[src/rtl/lpm_pkg.sv]
package lpm_pkg;

  localparam int NPORT = 4;
  localparam int PORT_ADDR_LO = 0;
  localparam int PORT_ADDR_HI = 2;

  typedef enum logic [1:0] {
    PM_RUN  = 2'd0,
    PM_IDLE = 2'd1,
    PM_PD   = 2'd2
  } pinMode_e;

  typedef enum logic [2:0] {
    S_RUN  = 3'd0,
    S_IDLE = 3'd1,
    S_PD   = 3'd2,
    S_WAKE = 3'd3,
    S_OSC  = 3'd4,
    S_RST  = 3'd5
  } ctlSt_e;

  typedef struct packed {
    logic     ldMode;
    logic     clrMode;
    pinMode_e pinMode;
  } lpStrb_t;

endpackage

[src/rtl/lpm_ctrl.sv]
module lpm_ctrl
  import lpm_pkg::*;
#(
  parameter int MACH_CLKS   = 12,
  parameter int WAKE_MC     = 2,
  parameter int STAB_CYCLES = 40
) (
  input  logic       clk,
  input  logic       rstN,
  input  logic       hwRst,
  input  logic       irqPend,
  input  logic       modeWr,
  input  logic [1:0] modeWdata,
  output lpStrb_t    strb,
  output logic       coreClkEn,
  output logic       oscEn,
  output logic       coreRst,
  output logic       ramWrInhibit
);

  localparam int WIN     = WAKE_MC * MACH_CLKS;
  localparam int CNT_MAX = (WIN > STAB_CYCLES) ? WIN : STAB_CYCLES;
  localparam int CW      = $clog2(CNT_MAX + 1);
  localparam logic [CW-1:0] WIN_LAST = CW'(WIN - 1);
  localparam logic [CW-1:0] OSC_LAST = CW'(STAB_CYCLES - 1);

  ctlSt_e        st, stNxt;
  logic [CW-1:0] cnt, cntNxt;
  logic          ldMode, clrMode;

  always_comb begin
    stNxt   = st;
    cntNxt  = cnt;
    ldMode  = 1'b0;
    clrMode = 1'b0;
    case (st)
      S_RUN: begin
        if (hwRst) begin
          stNxt   = S_RST;
          clrMode = 1'b1;
        end else if (modeWr) begin
          ldMode = 1'b1;
          if (modeWdata[1])      stNxt = S_PD;
          else if (modeWdata[0]) stNxt = S_IDLE;
        end
      end
      S_IDLE: begin
        if (hwRst) begin
          stNxt   = S_WAKE;
          cntNxt  = '0;
          clrMode = 1'b1;
        end else if (irqPend) begin
          stNxt   = S_RUN;
          clrMode = 1'b1;
        end
      end
      S_PD: begin
        if (hwRst) begin
          stNxt   = S_OSC;
          cntNxt  = '0;
          clrMode = 1'b1;
        end
      end
      S_WAKE: begin
        if (cnt == WIN_LAST) stNxt = S_RST;
        else                 cntNxt = cnt + 1'b1;
      end
      S_OSC: begin
        if (cnt == OSC_LAST) stNxt = S_RST;
        else                 cntNxt = cnt + 1'b1;
      end
      S_RST: begin
        clrMode = 1'b1;
        if (!hwRst) stNxt = S_RUN;
      end
      default: stNxt = S_RUN;
    endcase
  end

  always_ff @(posedge clk or negedge rstN) begin
    if (!rstN) begin
      st  <= S_RUN;
      cnt <= '0;
    end else begin
      st  <= stNxt;
      cnt <= cntNxt;
    end
  end

  always_comb begin
    strb.ldMode  = ldMode;
    strb.clrMode = clrMode;
    case (st)
      S_IDLE:      strb.pinMode = PM_IDLE;
      S_PD, S_OSC: strb.pinMode = PM_PD;
      default:     strb.pinMode = PM_RUN;
    endcase
  end

  assign coreClkEn    = (st == S_RUN) || (st == S_WAKE) || (st == S_RST);
  assign oscEn        = (st != S_PD) || hwRst;
  assign coreRst      = (st == S_OSC) || (st == S_RST);
  assign ramWrInhibit = (st == S_WAKE);

  // deep sleep holds until the hardware reset pin rises
  a_r9_pd_needs_reset: assert property (@(posedge clk) disable iff (!rstN)
    (st == S_PD && !hwRst) |=> (st == S_PD));

  // the oscillator runs whenever the reset pin is high
  a_r9_osc_on_reset: assert property (@(posedge clk) disable iff (!rstN)
    hwRst |-> oscEn);

  // the RAM-inhibit window only exists while the core clock runs
  a_r11_inhibit_with_clock: assert property (@(posedge clk) disable iff (!rstN)
    ramWrInhibit |-> (coreClkEn && !coreRst));

  // the settling counter never passes its limit
  a_r10_settle_bound: assert property (@(posedge clk) disable iff (!rstN)
    (st == S_OSC) |-> (cnt <= OSC_LAST));

  // an interrupt ends light sleep when no reset is present
  a_r8_irq_wakes: assert property (@(posedge clk) disable iff (!rstN)
    (st == S_IDLE && irqPend && !hwRst) |=> (coreClkEn && !coreRst));

endmodule

[src/rtl/lpm_pindp.sv]
module lpm_pindp
  import lpm_pkg::*;
(
  input  logic             clk,
  input  logic             rstN,
  input  lpStrb_t          strb,
  input  logic [1:0]       modeWdata,
  input  logic             extMem,
  input  logic             coreAle,
  input  logic             corePsen,
  output logic [1:0]       modeBits,
  output logic             ale,
  output logic             psen,
  output logic [NPORT-1:0] portDrive,
  output logic [NPORT-1:0] portSrc
);

  always_ff @(posedge clk or negedge rstN) begin
    if (!rstN)              modeBits <= 2'b00;
    else if (strb.clrMode)  modeBits <= 2'b00;
    else if (strb.ldMode)   modeBits <= modeWdata;
  end

  always_comb begin
    case (strb.pinMode)
      PM_IDLE: begin
        ale  = 1'b1;
        psen = 1'b1;
      end
      PM_PD: begin
        ale  = 1'b0;
        psen = 1'b0;
      end
      default: begin
        ale  = coreAle;
        psen = corePsen;
      end
    endcase
  end

  for (genvar i = 0; i < NPORT; i++) begin : g_port
    localparam bit IS_LO = (i == PORT_ADDR_LO);
    localparam bit IS_HI = (i == PORT_ADDR_HI);
    logic drv, src;
    always_comb begin
      case (strb.pinMode)
        PM_IDLE: begin
          drv = !(extMem && IS_LO);
          src = extMem && IS_HI;
        end
        PM_PD: begin
          drv = !(extMem && IS_LO);
          src = 1'b0;
        end
        default: begin
          drv = 1'b1;
          src = extMem && (IS_LO || IS_HI);
        end
      endcase
    end
    assign portDrive[i] = drv;
    assign portSrc[i]   = src;
  end

  // a stored deep-sleep bit always means deep-sleep pins, even with bit 0 set
  a_r3_pd_wins: assert property (@(posedge clk) disable iff (!rstN)
    modeBits[1] |-> (strb.pinMode == PM_PD));

  // a stored light-sleep-only request means light-sleep pins
  a_r2_idle_bits: assert property (@(posedge clk) disable iff (!rstN)
    (modeBits == 2'b01) |-> (strb.pinMode == PM_IDLE));

  // the low address port floats only with external memory in a sleep state
  a_r6_float_only_lp: assert property (@(posedge clk) disable iff (!rstN)
    !portDrive[PORT_ADDR_LO] |-> (extMem && (ale == psen)));

endmodule

[src/rtl/lowpwr_ctrl.sv]
module lowpwr_ctrl
  import lpm_pkg::*;
#(
  parameter int MACH_CLKS   = 12,
  parameter int WAKE_MC     = 2,
  parameter int STAB_CYCLES = 40
) (
  input  logic       clk,
  input  logic       rstN,
  input  logic       hwRst,
  input  logic       irqPend,
  input  logic       modeWr,
  input  logic [1:0] modeWdata,
  input  logic       extMem,
  input  logic       coreAle,
  input  logic       corePsen,
  output logic [1:0] modeBits,
  output logic       coreClkEn,
  output logic       oscEn,
  output logic       coreRst,
  output logic       ramWrInhibit,
  output logic       ale,
  output logic       psen,
  output logic [3:0] portDrive,
  output logic [3:0] portSrc
);

  lpStrb_t strb;

  lpm_ctrl #(
    .MACH_CLKS  (MACH_CLKS),
    .WAKE_MC    (WAKE_MC),
    .STAB_CYCLES(STAB_CYCLES)
  ) u_ctrl (
    .clk         (clk),
    .rstN        (rstN),
    .hwRst       (hwRst),
    .irqPend     (irqPend),
    .modeWr      (modeWr),
    .modeWdata   (modeWdata),
    .strb        (strb),
    .coreClkEn   (coreClkEn),
    .oscEn       (oscEn),
    .coreRst     (coreRst),
    .ramWrInhibit(ramWrInhibit)
  );

  lpm_pindp u_dp (
    .clk      (clk),
    .rstN     (rstN),
    .strb     (strb),
    .modeWdata(modeWdata),
    .extMem   (extMem),
    .coreAle  (coreAle),
    .corePsen (corePsen),
    .modeBits (modeBits),
    .ale      (ale),
    .psen     (psen),
    .portDrive(portDrive),
    .portSrc  (portSrc)
  );

endmodule

[config.mk]
export PLATFORM = sky130hd
export DESIGN_NAME = lowpwr_ctrl
export DESIGN_NICKNAME = d
export VERILOG_FILES = /design/src/rtl/lpm_pkg.sv /design/src/rtl/lpm_ctrl.sv /design/src/rtl/lpm_pindp.sv /design/src/rtl/lowpwr_ctrl.sv
export SDC_FILE = /design/constraint.sdc
export NUM_CORES = 1
export LEC_CHECK = 0
export CAP_MARGIN = 20
export CORE_MARGIN = 4
export CORE_UTILIZATION = 25
export DETAILED_ROUTE_END_ITERATION = 7
export DONT_BUFFER_PORTS = 1
export HOLD_SLACK_MARGIN = 0.15
export PLACE_DENSITY = 0.37
export SKIP_LAST_GASP = 1
export SLEW_MARGIN = 20
export SYNTH_ARGS = -nofsm -noshare
export SYNTH_HDL_FRONTEND = slang
export SYNTH_HIERARCHICAL = 1
export SYNTH_SLANG_ARGS = --single-unit
[constraint.sdc]
create_clock -name clk -period 3.75 [get_ports clk]
set_input_delay 0.375 -clock clk [delete_from_list [all_inputs] [get_ports clk]]
set_output_delay 0.375 -clock clk [all_outputs]
set_load 0.02 [all_outputs]
* Word level (Yosys, flattened, before mapping)
Index checks and enable logic that the tools add are counted.
** Cells by class
- Add/subtract/negate cells :: 1
- $mul :: 0
- Div/mod/pow operators :: 0
- Magnitude comparators :: 0
- Equality and inequality tests :: 20
- Shifts and indexed selects :: 0
- Mux-type cells :: 30
- Bitwise gates (word level) :: 0
- Reductions and logical operators :: 14
** Operator list (number)
- $mux W3 :: 10
- $mux W6 :: 3
- $pmux W3 S6 :: 1
- $pmux W6 S3 :: 1
- $mux W1 :: 9
- $ne A2 B2 Y1 const B :: 4
- $reduce_or A2 Y1 :: 4
- $reduce_and A7 Y1 :: 1
- $add A6 B1 Y6 const B :: 1
- $eq A3 B2 Y1 const B :: 2
- $eq A3 B3 Y1 const B :: 2
- $eq A6 B5 Y1 const B :: 1
- $eq A6 B6 Y1 const B :: 1
- $ne A2 B1 Y1 const B :: 3
- $ne A3 B3 Y1 const B :: 2
- $logic_or A1 B1 Y1 :: 4
- $mux W2 :: 2
- $ne A4 B4 Y1 const B :: 1
- $pmux W1 S2 :: 2
- $pmux W2 S2 :: 1
- $reduce_and A4 Y1 :: 1
- $eq A3 B1 Y1 const B :: 1
- $logic_not A3 Y1 :: 1
- $ne A3 B2 Y1 const B :: 1
- 6 further kinds :: 6
** Storage, ports and cells
- Register bits after elaboration :: 11
- Bits in latches :: 0
- RAM bits :: 0
- ROM bits :: 0
- Bits of input ports :: 10
- Logic and storage cells :: 68
- Memories :: 0

* Logic depth before layout (Yosys ltp)
- Depth in word-level cells :: 6
- Mapped depth :: 7

* Cells and area by module
The synthesis kept the hierarchy.
** Modules (own cells, without submodules)
- lpm_ctrl :: times used 1, cells each 86, area each 715.7 µm²
- lpm_pindp :: times used 1, cells each 28, area each 217.7 µm²

* Worst setup path after synthesis
OpenSTA, ideal clock, no wires.
- Path type :: register to output
- Start :: reg u_ctrl.st[1]
- End :: out ale
- Arrival time :: 1.482 ns
- Data required time :: 3.375 ns
- Setup slack :: 1.893 ns
- Cell stages (with the launch flop) :: 7
- Cells stage by stage :: dfrtp_1 > buf_2 > nor3_1 > inv_1 > ha_1 > nand2b_1 > nand2_1
** RTL lines
- start: declaration :: RTL line lpm_ctrl.sv:27 : ctlSt_e st, stNxt;
- start signal: assignment :: RTL line lpm_ctrl.sv:85 : st <= stNxt;
- end: declaration :: RTL line lowpwr_ctrl.sv:22 : output logic ale,

==> impl_summary.md <==
Critical path
The path depth of the worst reg2reg path is 5. The nature of the critical path startpoint is a flip-flop. In this run the worst path has a maximum fanout of 14. The most critical setup path has its startpoint at u_ctrl/st[0]. The startpoint of the lowest-slack register-to-register path is u_ctrl/st[1]. Data arrives at the worst endpoint at 2.07 ns. Setup slack on the worst reg-to-reg path comes out at 1.81 ns.

The worst setup path is captured at an output pin. Data on the critical path is required at its endpoint by 3.38 ns. The critical path class is reg2out. In this run the critical register-to-register path is captured at u_ctrl/st[1].

Synthesis
The total number of yosys warnings is 6. The count of flip-flops with a built-in enable after synthesis is 0. The most used flip-flop cell after synthesis is sky130_fd_sc_hd__dfrtp_1. The netlist area before placement is 933 um2. The netlist uses 36 different library cells. Synthesis handed over a netlist of 114 instances.

For this run, the register share of the synthesized area comes to 29.5%. A synthesized cell averages 8.19 um2. After synthesis the netlist holds a flip-flop and latch count of 11. In the synthesized netlist the async set-or-reset flop fraction comes to 100%.

STA
Setup repair after global routing left no endpoint under its margin. The max-slew violation count was 0. In the post-route analysis, the smallest setup slack over all paths is 1.30 ns. Setup violations remaining at the end of the flow were counted as 0.

The worst max-slew margin expressed relative to the limit is 57.3%. Across the routed clock network, the largest skew measured is 0.000981 ns. The maximum operating frequency is 409 MHz.

In the final timing run, aggregate negative setup slack is 0 ns. The worst path needs 2.45 ns of the cycle, external delays included. The portion of the clock cycle consumed by the worst path in the final layout is 65.2%. The transition at the pin with the smallest max-transition slack is 0.634 ns.

The number of hold-slack violations in the final timing report is 0.

Placed design
The pre-CTS worst setup slack is 1.54 ns. The placed instances occupy a cell area of 907 um2. Summed over all nets, the half-perimeter wirelength after detailed placement is 1470 um. After detailed placement, the design holds a cell count of 149. The congestion estimate from routability-driven global placement came to 0.733. The count of buffers added on input and output ports is 0.

Run
The number of maximum-capacitance violations is 0.

Clocking
The tree is rooted in a sky130_fd_sc_hd__clkbuf_8. The CTS buffer count is 3. CTS built an H-tree with a depth of 1. The number of hold buffers added after CTS is 1. TritonCTS built the clock tree. For this design, the sink count on the clock tree is 11.

In this run the deepest clock path goes through 2 buffers. The source-to-sink clock delay at the later pin of the worst-skew pair is 0.23 ns. The number of resized instances in the post-cts repair step is 0.

The clock input transition at the sequential cells of the worst setup and hold paths is 0.05 ns. Once the clock tree was built, the setup fixing pass inserted 0 buffers.

Power and ir drop
Summed over all cells, the static leakage comes to 0.422 nW. VDD sags by at most 0.000217 V. In this run the power density over the cells is 799 nW/um2.

Die
The core box area is 3470 um2. The floorplan die height is 69.1 um. The floorplan has 21 rows. The initial utilization of the core area, before any placement, comes to 26.9%. Measured along the x axis, the die boundary spans 69.1 um. For this design the top-level I/O count stands at 26. The die covers 4780 um2.

Route
The routed layout has 719 vias. The average detailed-routed wire length per instance is 12.4 um. The number of optimization iterations in the first detailed-route pass is 5. The number of nets with antenna violations after routing is 0. After detailed routing, the number of vias per cell comes to 4.67. For this block, the routed nets add up to 1910 um of wire. The post-detailed-route DRC marker count is 0. The count of routing violations after the opening detailed-route iteration is 74.

Hold path
The tightest min-delay check is of the in2reg type. The worst hold path begins at hwRst. The path with the worst hold slack has its endpoint at u_ctrl/st[2]. The cell count of the worst hold path is 1.

Finish
The final antenna diode count is 0. Cells fill 27.7% of the core in the end. The net count of the finished layout is 122. The final instance count without filler cells is 154. Summing all non-filler instances in the final layout gives an area of 962 um2. In the final layout, the share of cells above drive strength 1 is 6.48%. The layout overhead on the synthesized area is 3.08%.

Global route
The total overflow left after global routing is 0. The via count of the first global-routing pass is 731. The number of antenna violations at the first check in global routing is 0. The first global-routing pass estimated 3330 um of wire.

The overall routing resource usage is 8.35%. Entering global routing, the biggest net connects 15 pins.

Run status
The flow ran to the end, and the final reports show no timing, DRC or antenna violations.
placed cells by master, fill, tap and decap left out, types with 2 or more instances in the layout:
master / synthesis / layout
sky130_fd_sc_hd__a21oi_1: 3 / 3
sky130_fd_sc_hd__a22o_1: 2 / 2
sky130_fd_sc_hd__and2_1: 4 / 4
sky130_fd_sc_hd__clkbuf_8: 0 / 3
sky130_fd_sc_hd__conb_1: 2 / 5
sky130_fd_sc_hd__dfrtp_1: 11 / 11
sky130_fd_sc_hd__ha_1: 3 / 3
sky130_fd_sc_hd__inv_1: 6 / 6
sky130_fd_sc_hd__mux2i_1: 2 / 2
sky130_fd_sc_hd__nand2_1: 11 / 11
sky130_fd_sc_hd__nand2b_1: 6 / 6
sky130_fd_sc_hd__nand3_1: 6 / 6
sky130_fd_sc_hd__nand3b_1: 3 / 3
sky130_fd_sc_hd__nor2_1: 9 / 9
sky130_fd_sc_hd__nor2b_1: 2 / 2
sky130_fd_sc_hd__nor3_1: 5 / 5
sky130_fd_sc_hd__o21ai_1: 5 / 5
sky130_fd_sc_hd__xnor2_1: 3 / 3
cell usage after synthesis (all sizes together) (2+ instances only):
library cell,number,share of area [%]
and2,4,2.7
o311ai,2,4.6
a22o,2,1.9
nand2b,6,4.0
nand3b,4,4.6
o21ai,6,3.2
mux2i,2,2.1
xnor2,3,2.8
nand3,6,3.2
nor2,9,3.6
dfrtp,11,29
nor2b,2,1.3
nor3,5,2.7
inv,7,2.8
buf,14,10
conb,2,0.80
a21oi,3,1.6
ha,3,4.0
nand2,11,4.4
metal layers:
metal / global-route usage, % / part of all wire, % / up-vias / wire (um)
li1: - / - / 360 / -
met1: 10.1 / 46 / 339 / 882
met4: 4.34 / 1.6 / 0 / 30
met2: 13.9 / 48 / 16 / 925
met3: 1.74 / 4.0 / 4 / 76
met5: 0 / 0 / - / 0
final cells by class:
cell class | count | area [um2]
Clock buffer | 4 | 45.0
Fill cell | 386 | 2510
Tap cell | 46 | 57.6
Sequential cell | 11 | 275
Inverter | 8 | 30.0
Multi-Input combinational cell | 84 | 544
Timing Repair Buffer | 1 | 10.0
power breakdown:
| group | internal, mW | switching, mW | total (mW) |
|---|---|---|---|
| combinational | 0.153 | 0.267 | 0.419 |
| clock | 0.0745 | 0.0430 | 0.118 |
| sequential | 0.156 | 0.0762 | 0.232 |
| total | 0.383 | 0.386 | 0.769 |
through the flow:
stage	hold slack, ns	power [mW]
floorplan	0.0794	0.630
CTS	0.285	0.780
global route	0.282	0.842
finish	0.295	0.769
global placement	0.0799	0.655
detailed placement	0.0799	0.653
flip-flops by register name, indices dropped and copies added (netlist names):
register	count
u_ctrl/cnt	6
u_ctrl/st	3
u_dp/modeBits	2
worst max-delay path, cell delays in order (launching register included):
cell	delay (ns)
sky130_fd_sc_hd__dfrtp_1	0.57
sky130_fd_sc_hd__inv_1	0.20
sky130_fd_sc_hd__nor3_1	0.29
sky130_fd_sc_hd__inv_1	0.07
sky130_fd_sc_hd__ha_1	0.34
sky130_fd_sc_hd__nand2b_1	0.18
sky130_fd_sc_hd__nand2_1	0.18
logic make-up (layout without fill, tap and decap cells):
kind of cell,Yosys count,in the layout,synth area share (%)
compound gates,19,19,16.4
buf+inv,22,13,13.4
mux,3,3,3.35
simple gates,50,50,28.7
fa+ha+maj,4,4,5.09
flops,11,11,29.5
other cells,2,5,0.805
xor+xnor,3,3,2.82
how the worst max path moves through the flow:
| stage | end | slack [ns] |
|---|---|---|
| 6_report | psen | 1.30 |
| 5_1_grt | psen | 1.06 |
| 4_1_cts | psen | 1.28 |
| 3_5_place_dp | psen | 1.54 |
| 3_3_place_gp | psen | 1.59 |
| 2_1_floorplan | ale | 1.89 |
Note: power is estimated with default switching activity, not from simulation.
